`config.mk`:
```
export PLATFORM = sky130hd
export DESIGN_NAME = losssup_top
export DESIGN_NICKNAME = d
export VERILOG_FILES = /design/src/rtl/losssup_pkg.sv /design/src/rtl/losssup_sync.sv /design/src/rtl/losssup_datapath.sv /design/src/rtl/losssup_control.sv /design/src/rtl/losssup_top.sv
export SDC_FILE = /design/constraint.sdc
export NUM_CORES = 1
export LEC_CHECK = 0
export BUFFER_PORTS_ARGS = -buffer_cell sky130_fd_sc_hd__buf_2
export CORE_ASPECT_RATIO = 0.75
export CORE_MARGIN = 4
export CORE_UTILIZATION = 60
export CTS_CLUSTER_SIZE = 25
export DETAILED_ROUTE_END_ITERATION = 6
export PLACE_DENSITY = 0.83
export SETUP_SLACK_MARGIN = 0.5
export SLEW_MARGIN = 20
export SYNTH_ARGS = -nofsm -noshare
export SYNTH_HDL_FRONTEND = slang
export SYNTH_SLANG_ARGS = --single-unit
```
`constraint.sdc`:
```
create_clock -name clk -period 4.1 [get_ports clk]
set_input_delay 0.82 -clock clk [delete_from_list [all_inputs] [get_ports clk]]
set_output_delay 0.82 -clock clk [all_outputs]
set_load 0.02 [all_outputs]
```
`src/rtl/losssup_pkg.sv`:
```
package losssup_pkg;

  typedef enum logic [1:0] {
    MODE_EXT   = 2'd0,
    MODE_NRM   = 2'd1,
    MODE_SCM   = 2'd2,
    MODE_STUCK = 2'd3
  } opMode_e;

  typedef enum logic [3:0] {
    ST_HOLD  = 4'd0,
    ST_EXT   = 4'd1,
    ST_RUN   = 4'd2,
    ST_STOP  = 4'd3,
    ST_WAKE  = 4'd4,
    ST_SCMW  = 4'd5,
    ST_FWAKE = 4'd6,
    ST_SCML  = 4'd7,
    ST_STUCK = 4'd8
  } supState_e;

  // Strobes from the control FSM to the datapath
  typedef struct packed {
    logic setClkFlag;
    logic setLockFlag;
    logic setClkPend;
    logic setLockPend;
    logic clrClkPend;
    logic clrLockPend;
    logic cntClr;
    logic cntRun;
    logic rstPulse;
  } ctrlStrobe_t;

  // Conditions reported by the datapath to the control FSM
  typedef struct packed {
    logic refOk;
    logic fbOk;
    logic lockOk;
    logic scmOk;
    logic lockFall;
    logic clkPend;
    logic lockPend;
    logic timeout;
  } dpStatus_t;

endpackage

```
`src/rtl/losssup_sync.sv`:
```
module losssup_sync #(
  parameter int WIDTH  = 4,
  parameter int STAGES = 2
) (
  input  logic             clk,
  input  logic             rstN,
  input  logic [WIDTH-1:0] din,
  output logic [WIDTH-1:0] dout
);

  logic [WIDTH-1:0] pipe [STAGES];

  for (genvar i = 0; i < STAGES; i++) begin : gStage
    if (i == 0) begin : gFirst
      always_ff @(posedge clk or negedge rstN) begin
        if (!rstN) pipe[i] <= '0;
        else       pipe[i] <= din;
      end
    end else begin : gNext
      always_ff @(posedge clk or negedge rstN) begin
        if (!rstN) pipe[i] <= '0;
        else       pipe[i] <= pipe[i-1];
      end
    end
  end

  assign dout = pipe[STAGES-1];

endmodule

```
`src/rtl/losssup_datapath.sv`:
```
module losssup_datapath
  import losssup_pkg::*;
#(
  parameter int SYNC_STAGES = 2,
  parameter int WAKE_LIMIT  = 32
) (
  input  logic        clk,
  input  logic        rstN,
  input  logic        refPresent,
  input  logic        fbPresent,
  input  logic        lockIn,
  input  logic        scmAlive,
  input  logic [1:0]  flagClr,
  input  ctrlStrobe_t ctrl,
  output dpStatus_t   status,
  output logic        clockLost,
  output logic        lockLost,
  output logic        rstReq
);

  localparam int SENSE_W = 4;
  localparam int CNT_W   = $clog2(WAKE_LIMIT + 1);
  localparam logic [CNT_W-1:0] CNT_LAST = CNT_W'(WAKE_LIMIT - 1);

  logic [SENSE_W-1:0] rawSense;
  logic [SENSE_W-1:0] syncSense;
  logic               lockPrev;
  logic               clkPend;
  logic               lockPend;
  logic [CNT_W-1:0]   waitCnt;
  logic               timeout;

  assign rawSense = {scmAlive, lockIn, fbPresent, refPresent};

  losssup_sync #(
    .WIDTH (SENSE_W),
    .STAGES(SYNC_STAGES)
  ) uSync (
    .clk (clk),
    .rstN(rstN),
    .din (rawSense),
    .dout(syncSense)
  );

  always_ff @(posedge clk or negedge rstN) begin
    if (!rstN) lockPrev <= 1'b0;
    else       lockPrev <= syncSense[2];
  end

  // Pending loss records for stop-mode recovery
  always_ff @(posedge clk or negedge rstN) begin
    if (!rstN) begin
      clkPend  <= 1'b0;
      lockPend <= 1'b0;
    end else begin
      if (ctrl.clrClkPend)      clkPend <= 1'b0;
      else if (ctrl.setClkPend) clkPend <= 1'b1;
      if (ctrl.clrLockPend)      lockPend <= 1'b0;
      else if (ctrl.setLockPend) lockPend <= 1'b1;
    end
  end

  // Recovery window counter
  assign timeout = ctrl.cntRun && (waitCnt == CNT_LAST);

  always_ff @(posedge clk or negedge rstN) begin
    if (!rstN)                       waitCnt <= '0;
    else if (ctrl.cntClr)            waitCnt <= '0;
    else if (ctrl.cntRun && !timeout) waitCnt <= waitCnt + 1'b1;
  end

  // Sticky flags: a set in the same cycle as a clear wins
  always_ff @(posedge clk or negedge rstN) begin
    if (!rstN) begin
      clockLost <= 1'b0;
      lockLost  <= 1'b0;
      rstReq    <= 1'b0;
    end else begin
      clockLost <= ctrl.setClkFlag  | (clockLost & ~flagClr[1]);
      lockLost  <= ctrl.setLockFlag | (lockLost  & ~flagClr[0]);
      rstReq    <= ctrl.rstPulse;
    end
  end

  always_comb begin
    status.refOk    = syncSense[0];
    status.fbOk     = syncSense[1];
    status.lockOk   = syncSense[2];
    status.scmOk    = syncSense[3];
    status.lockFall = lockPrev & ~syncSense[2];
    status.clkPend  = clkPend;
    status.lockPend = lockPend;
    status.timeout  = timeout;
  end

endmodule

```
`src/rtl/losssup_control.sv`:
```
module losssup_control
  import losssup_pkg::*;
(
  input  logic        clk,
  input  logic        rstN,
  input  logic        pllModeSel,
  input  logic        clkLossEn,
  input  logic        lockRstEn,
  input  logic        fastWake,
  input  logic        stopReq,
  input  dpStatus_t   status,
  output ctrlStrobe_t ctrl,
  output supState_e   state,
  output opMode_e     opMode
);

  supState_e nextState;
  logic      clocksOk;

  assign clocksOk = status.refOk & status.fbOk;

  always_ff @(posedge clk or negedge rstN) begin
    if (!rstN) state <= ST_HOLD;
    else       state <= nextState;
  end

  always_comb begin
    nextState = state;
    ctrl      = '0;
    ctrl.cntClr = 1'b1;
    unique case (state)
      ST_HOLD: begin
        if (clocksOk && status.lockOk)
          nextState = pllModeSel ? ST_RUN : ST_EXT;
      end
      ST_EXT: ;
      ST_RUN: begin
        if (!clocksOk) begin
          // Reference loss dominates any concurrent lock loss
          ctrl.setClkFlag = 1'b1;
          nextState = (clkLossEn && status.scmOk) ? ST_SCML : ST_STUCK;
        end else if (stopReq) begin
          nextState = ST_STOP;
        end else if (status.lockPend) begin
          if (status.lockOk) begin
            ctrl.setLockFlag = 1'b1;
            ctrl.clrLockPend = 1'b1;
          end
        end else if (status.lockFall) begin
          ctrl.setLockFlag = 1'b1;
          ctrl.rstPulse    = lockRstEn;
        end
      end
      ST_STOP: begin
        ctrl.setClkPend  = !clocksOk;
        ctrl.setLockPend = !status.lockOk;
        if (!stopReq) begin
          if (!fastWake)          nextState = ST_WAKE;
          else if (status.refOk)  nextState = ST_FWAKE;
          else                    nextState = status.scmOk ? ST_SCMW : ST_STUCK;
        end
      end
      ST_WAKE: begin
        if (clocksOk && status.lockOk) begin
          ctrl.clrClkPend  = 1'b1;
          ctrl.clrLockPend = 1'b1;
          nextState = ST_RUN;
        end else begin
          ctrl.cntClr = 1'b0;
          ctrl.cntRun = 1'b1;
          if (status.timeout) nextState = ST_STUCK;
        end
      end
      ST_SCMW: begin
        if (!status.scmOk)     nextState = ST_STUCK;
        else if (status.refOk) nextState = ST_FWAKE;
      end
      ST_FWAKE: begin
        if (!status.refOk) begin
          nextState = status.scmOk ? ST_SCMW : ST_STUCK;
        end else if (status.fbOk) begin
          ctrl.setClkFlag = status.clkPend;
          ctrl.clrClkPend = 1'b1;
          nextState = ST_RUN;
        end else begin
          ctrl.cntClr = 1'b0;
          ctrl.cntRun = 1'b1;
          if (status.timeout) nextState = ST_STUCK;
        end
      end
      ST_SCML:  ;
      ST_STUCK: ;
      default:  nextState = ST_HOLD;
    endcase
  end

  always_comb begin
    unique case (state)
      ST_EXT:                    opMode = MODE_EXT;
      ST_RUN, ST_STOP, ST_WAKE,
      ST_FWAKE:                  opMode = MODE_NRM;
      ST_SCMW, ST_SCML:          opMode = MODE_SCM;
      default:                   opMode = MODE_STUCK;
    endcase
  end

endmodule

```
`src/rtl/losssup_top.sv`:
```
module losssup_top
  import losssup_pkg::*;
#(
  parameter int SYNC_STAGES = 2,
  parameter int WAKE_LIMIT  = 32
) (
  input  logic       clk,
  input  logic       rstN,
  input  logic       refPresent,
  input  logic       fbPresent,
  input  logic       lockIn,
  input  logic       scmAlive,
  input  logic       pllModeSel,
  input  logic       clkLossEn,
  input  logic       lockRstEn,
  input  logic       fastWake,
  input  logic       stopReq,
  input  logic [1:0] flagClr,
  output logic [1:0] opMode,
  output logic       clockLost,
  output logic       lockLost,
  output logic       rstReq
);

  ctrlStrobe_t ctrlBus;
  dpStatus_t   dpStatus;
  supState_e   ctrlState;
  opMode_e     modeEnum;

  losssup_datapath #(
    .SYNC_STAGES(SYNC_STAGES),
    .WAKE_LIMIT (WAKE_LIMIT)
  ) uDatapath (
    .clk       (clk),
    .rstN      (rstN),
    .refPresent(refPresent),
    .fbPresent (fbPresent),
    .lockIn    (lockIn),
    .scmAlive  (scmAlive),
    .flagClr   (flagClr),
    .ctrl      (ctrlBus),
    .status    (dpStatus),
    .clockLost (clockLost),
    .lockLost  (lockLost),
    .rstReq    (rstReq)
  );

  losssup_control uControl (
    .clk       (clk),
    .rstN      (rstN),
    .pllModeSel(pllModeSel),
    .clkLossEn (clkLossEn),
    .lockRstEn (lockRstEn),
    .fastWake  (fastWake),
    .stopReq   (stopReq),
    .status    (dpStatus),
    .ctrl      (ctrlBus),
    .state     (ctrlState),
    .opMode    (modeEnum)
  );

  assign opMode = modeEnum;

endmodule

```
==> results_dict.tcl <==
set metrics [dict create \
    yosys-mux-area-fraction 0.00742 \
    cp_max_fo 16 \
    share_of_flip_flops_with_an_asynchronous_set_or_reset 1.00 \
    max-vdd-ir-drop_mv 0.340 \
    mostFrequentLayoutCell "dfrtp_1" \
    slowest_delay_ps 670 \
    dieHeight_um 49.1 \
    clock_tree_root_buffer_cell "clkbuf_4" \
    gp_routability_congestion 0.869 \
    ys.warnings.count 0 \
    synth-xor-area-share 0.00649 \
    grt_antenna_before_repair 0 \
    path_buf_inv 1 \
    fmax_ghz 0.446 \
    synth_simple_gate_area_share 0.279 \
    overflow 0 \
    final_setup_viols 0 \
    crit_family "flip-flops" \
    cts_max_level 1 \
    fin_crit_ps 2240 \
    power.leakage_nw 0.616 \
    dieArea_mm2 0.00308 \
    most-common-layout-cells "dfrtp_1, buf_2, nor2_1, a21oi_1, nand3_1" \
    post_synth_fa_ha_maj_area_fraction 0.00928 \
    place_hpwl_um 1900 \
    tritoncts "done" \
    clock-skew-final_ps 8.15 \
    worst_setup_path_start_kind "flip-flop" \
    nets_in_the_synthesized_netlist 146 \
    cts.path.max_buffers 2 \
    insertion_delay_ps 320 \
    rows 14 \
    cts_made_buffers 3 \
    first_pass_grt_wire_length_um 5010 \
    timing_worst_slew_pin_value_ps 930 \
    grt.total_usage 0.202 \
    finalNetCount 160 \
    drive_above_1_share 0.221 \
    post-route-drc-count 0 \
    max_slew_violations 0 \
    cts_hold_buf 0 \
    setup_repair_after_global_routing_missed_its_margin "no" \
    power_per_cell_area_mw_per_mm2 512 \
    io_buffer_count 17 \
    setup-tns-final_ps 0 \
    synth-seq-cells 24 \
    cell_area_after_synthesis_mm2 0.00135 \
    drtIter0Drc 78 \
    timing.critical_path.arrival_ps 1420 \
    cts_resized 0 \
    register_area_um2 601 \
    critical-path-slowest-cell "dfrtp_1" \
    timing.final.hold_violations 0 \
    crit_path_end_kind "primary output" \
    seq_area_frac_synth 0.445 \
    max-slew-margin-rel 0.371 \
    synth_compound_gate_area_share 0.184 \
    area_growth_syn_to_fin_pct 6.12 \
    critical_path.cell_chain "and2b_2, nand2_1, buf_2" \
    fin_crit_sh 0.547 \
    synth_edf_count 0 \
    routed_wirelength_um 2780 \
    number_of_global_route_vias_before_repair 1069 \
    max_cap_violations 0 \
    post_cts_setup_buffers 0 \
    final_cell_count_no_fill 169 \
    clk_pin_slew_ps 140 \
    status "finished clean" \
    critical_path_required_ps 3280 \
    hold_crit_path_type "reg2reg" \
    largest_net_degree_at_the_start_of_global_routing 25 \
    multiInputGateArea_um2 656 \
    dominant_combinational_cell_family_by_area_after_synthesis "simple AND/OR/NAND/NOR gates" \
    vias 1102 \
    die_w_um 62.7 \
    wl_per_cell_um 16.5 \
    antenna_violating_nets_post_route 0 \
    core_area_mm2 0.00207 \
    clock_sinks 24 \
    postLayoutCoreUtil 0.692 \
    drt-vias-per-instance 6.52 \
    synth.lib_cells_used.distinct 46 \
    detailedRoute.firstPassIterationCount 4 \
    synth_cells 132 \
    floorplan.io_pins 18 \
    setup.worst_path.class "reg2out" \
    start_util 0.653 \
    synthesis.area_per_instance_um2 10.2 \
    num_antenna_cells 0 \
    n_fill_cell 164 \
    ys.flop_type "dfrtp_1" \
    dp_cells 165 \
]
[worst reg2reg max path: cells and delay by family (launching register included)]
kind | cells | cell delay (ps)
AOI/OAI and AO/OA | 3 | 610
and+or+nand+nor | 2 | 800
DFF | 1 | 660
[flip-flops by register name, summed over array words and instances (netlist names), 4 cells and up]
name                  count
uDatapath.waitCnt         6
uControl.state            4
uDatapath.uSync.dout      4
uDatapath.uSync.pipe      4
[synth_stat cells (3+ instances only)]
cell type | count | share of area
nand2_1 | 6 | 0.017
nor2_1 | 13 | 0.036
clkbuf_8 | 4 | 0.041
a31oi_1 | 5 | 0.023
a21oi_1 | 9 | 0.033
nor3b_1 | 4 | 0.022
nand3_1 | 8 | 0.030
nand2b_1 | 4 | 0.019
o21ai_0 | 7 | 0.026
nand4b_1 | 3 | 0.019
dfrtp_1 | 24 | 0.45
[final timing paths]
kind / start / endpoint / slack, ps / depth (start not counted)
setup / recovery: uControl.state[0] / opMode[0] / 1860 / 3
hold / removal: uDatapath.uSync.pipe[4] / uDatapath.uSync.dout[0] / 370 / 0
setup reg to reg: uControl.state[1] / uControl.state[2] / 1930 / 5
hold reg to reg: uDatapath.uSync.pipe[4] / uDatapath.uSync.dout[0] / 370 / 0
max in group asynchronous: rstN / uDatapath.uSync.pipe[6] / 3290 / 1
min in group asynchronous: rstN / uDatapath.waitCnt[1] / 450 / 1
[power by group]
group	internal (W)	switching (W)
logic	0.000117	0.000127
registers	0.000262	0.0000558
clock network	0.0000988	0.0000732
[final cells by class]
class / count / share of cell area
clock buffer: 3 / 0.0157
clock inverter: 1 / 0.0210
inverter: 2 / 0.00524
multi-input combinational: 98 / 0.458
sequential: 24 / 0.420
tap: 24 / 0.0210
timing repair buffer: 17 / 0.0594
[per-layer routing]
metal | wire length, um | GRT usage
met1 | 1140 | 0.258
met2 | 1340 | 0.338
met3 | 209 | 0.0461
met4 | 88 | 0.0696
met5 | 0 | 0
[per-stage QoR]
step / total power, W / worst slack (ps) / hold WS, ps / area (um2)
after floorplan: 0.000518 / 1930 / 331 / 1350
after global placement: 0.000548 / 1740 / 332 / 1380
after detailed placement: 0.000560 / 1690 / 341 / 1380
after CTS: 0.000735 / 1860 / 372 / 1430
after global routing: 0.000784 / 1720 / 378 / 1430
final: 0.000733 / 1860 / 366 / 1430
[kinds of logic (layout without fill, tap and decap cells)]
family                   after synthesis  count (layout)
adder cells (fa/ha/maj)                1               1
XOR/XNOR                               1               1
flip-flops                            24              24
buffers and inverters                 10              23
AND/OR/NAND/NOR                       57              57
multiplexers                           1               1
AO/OA/AOI/OAI                         38              38
Note: power is estimated with default switching activity, not from simulation.
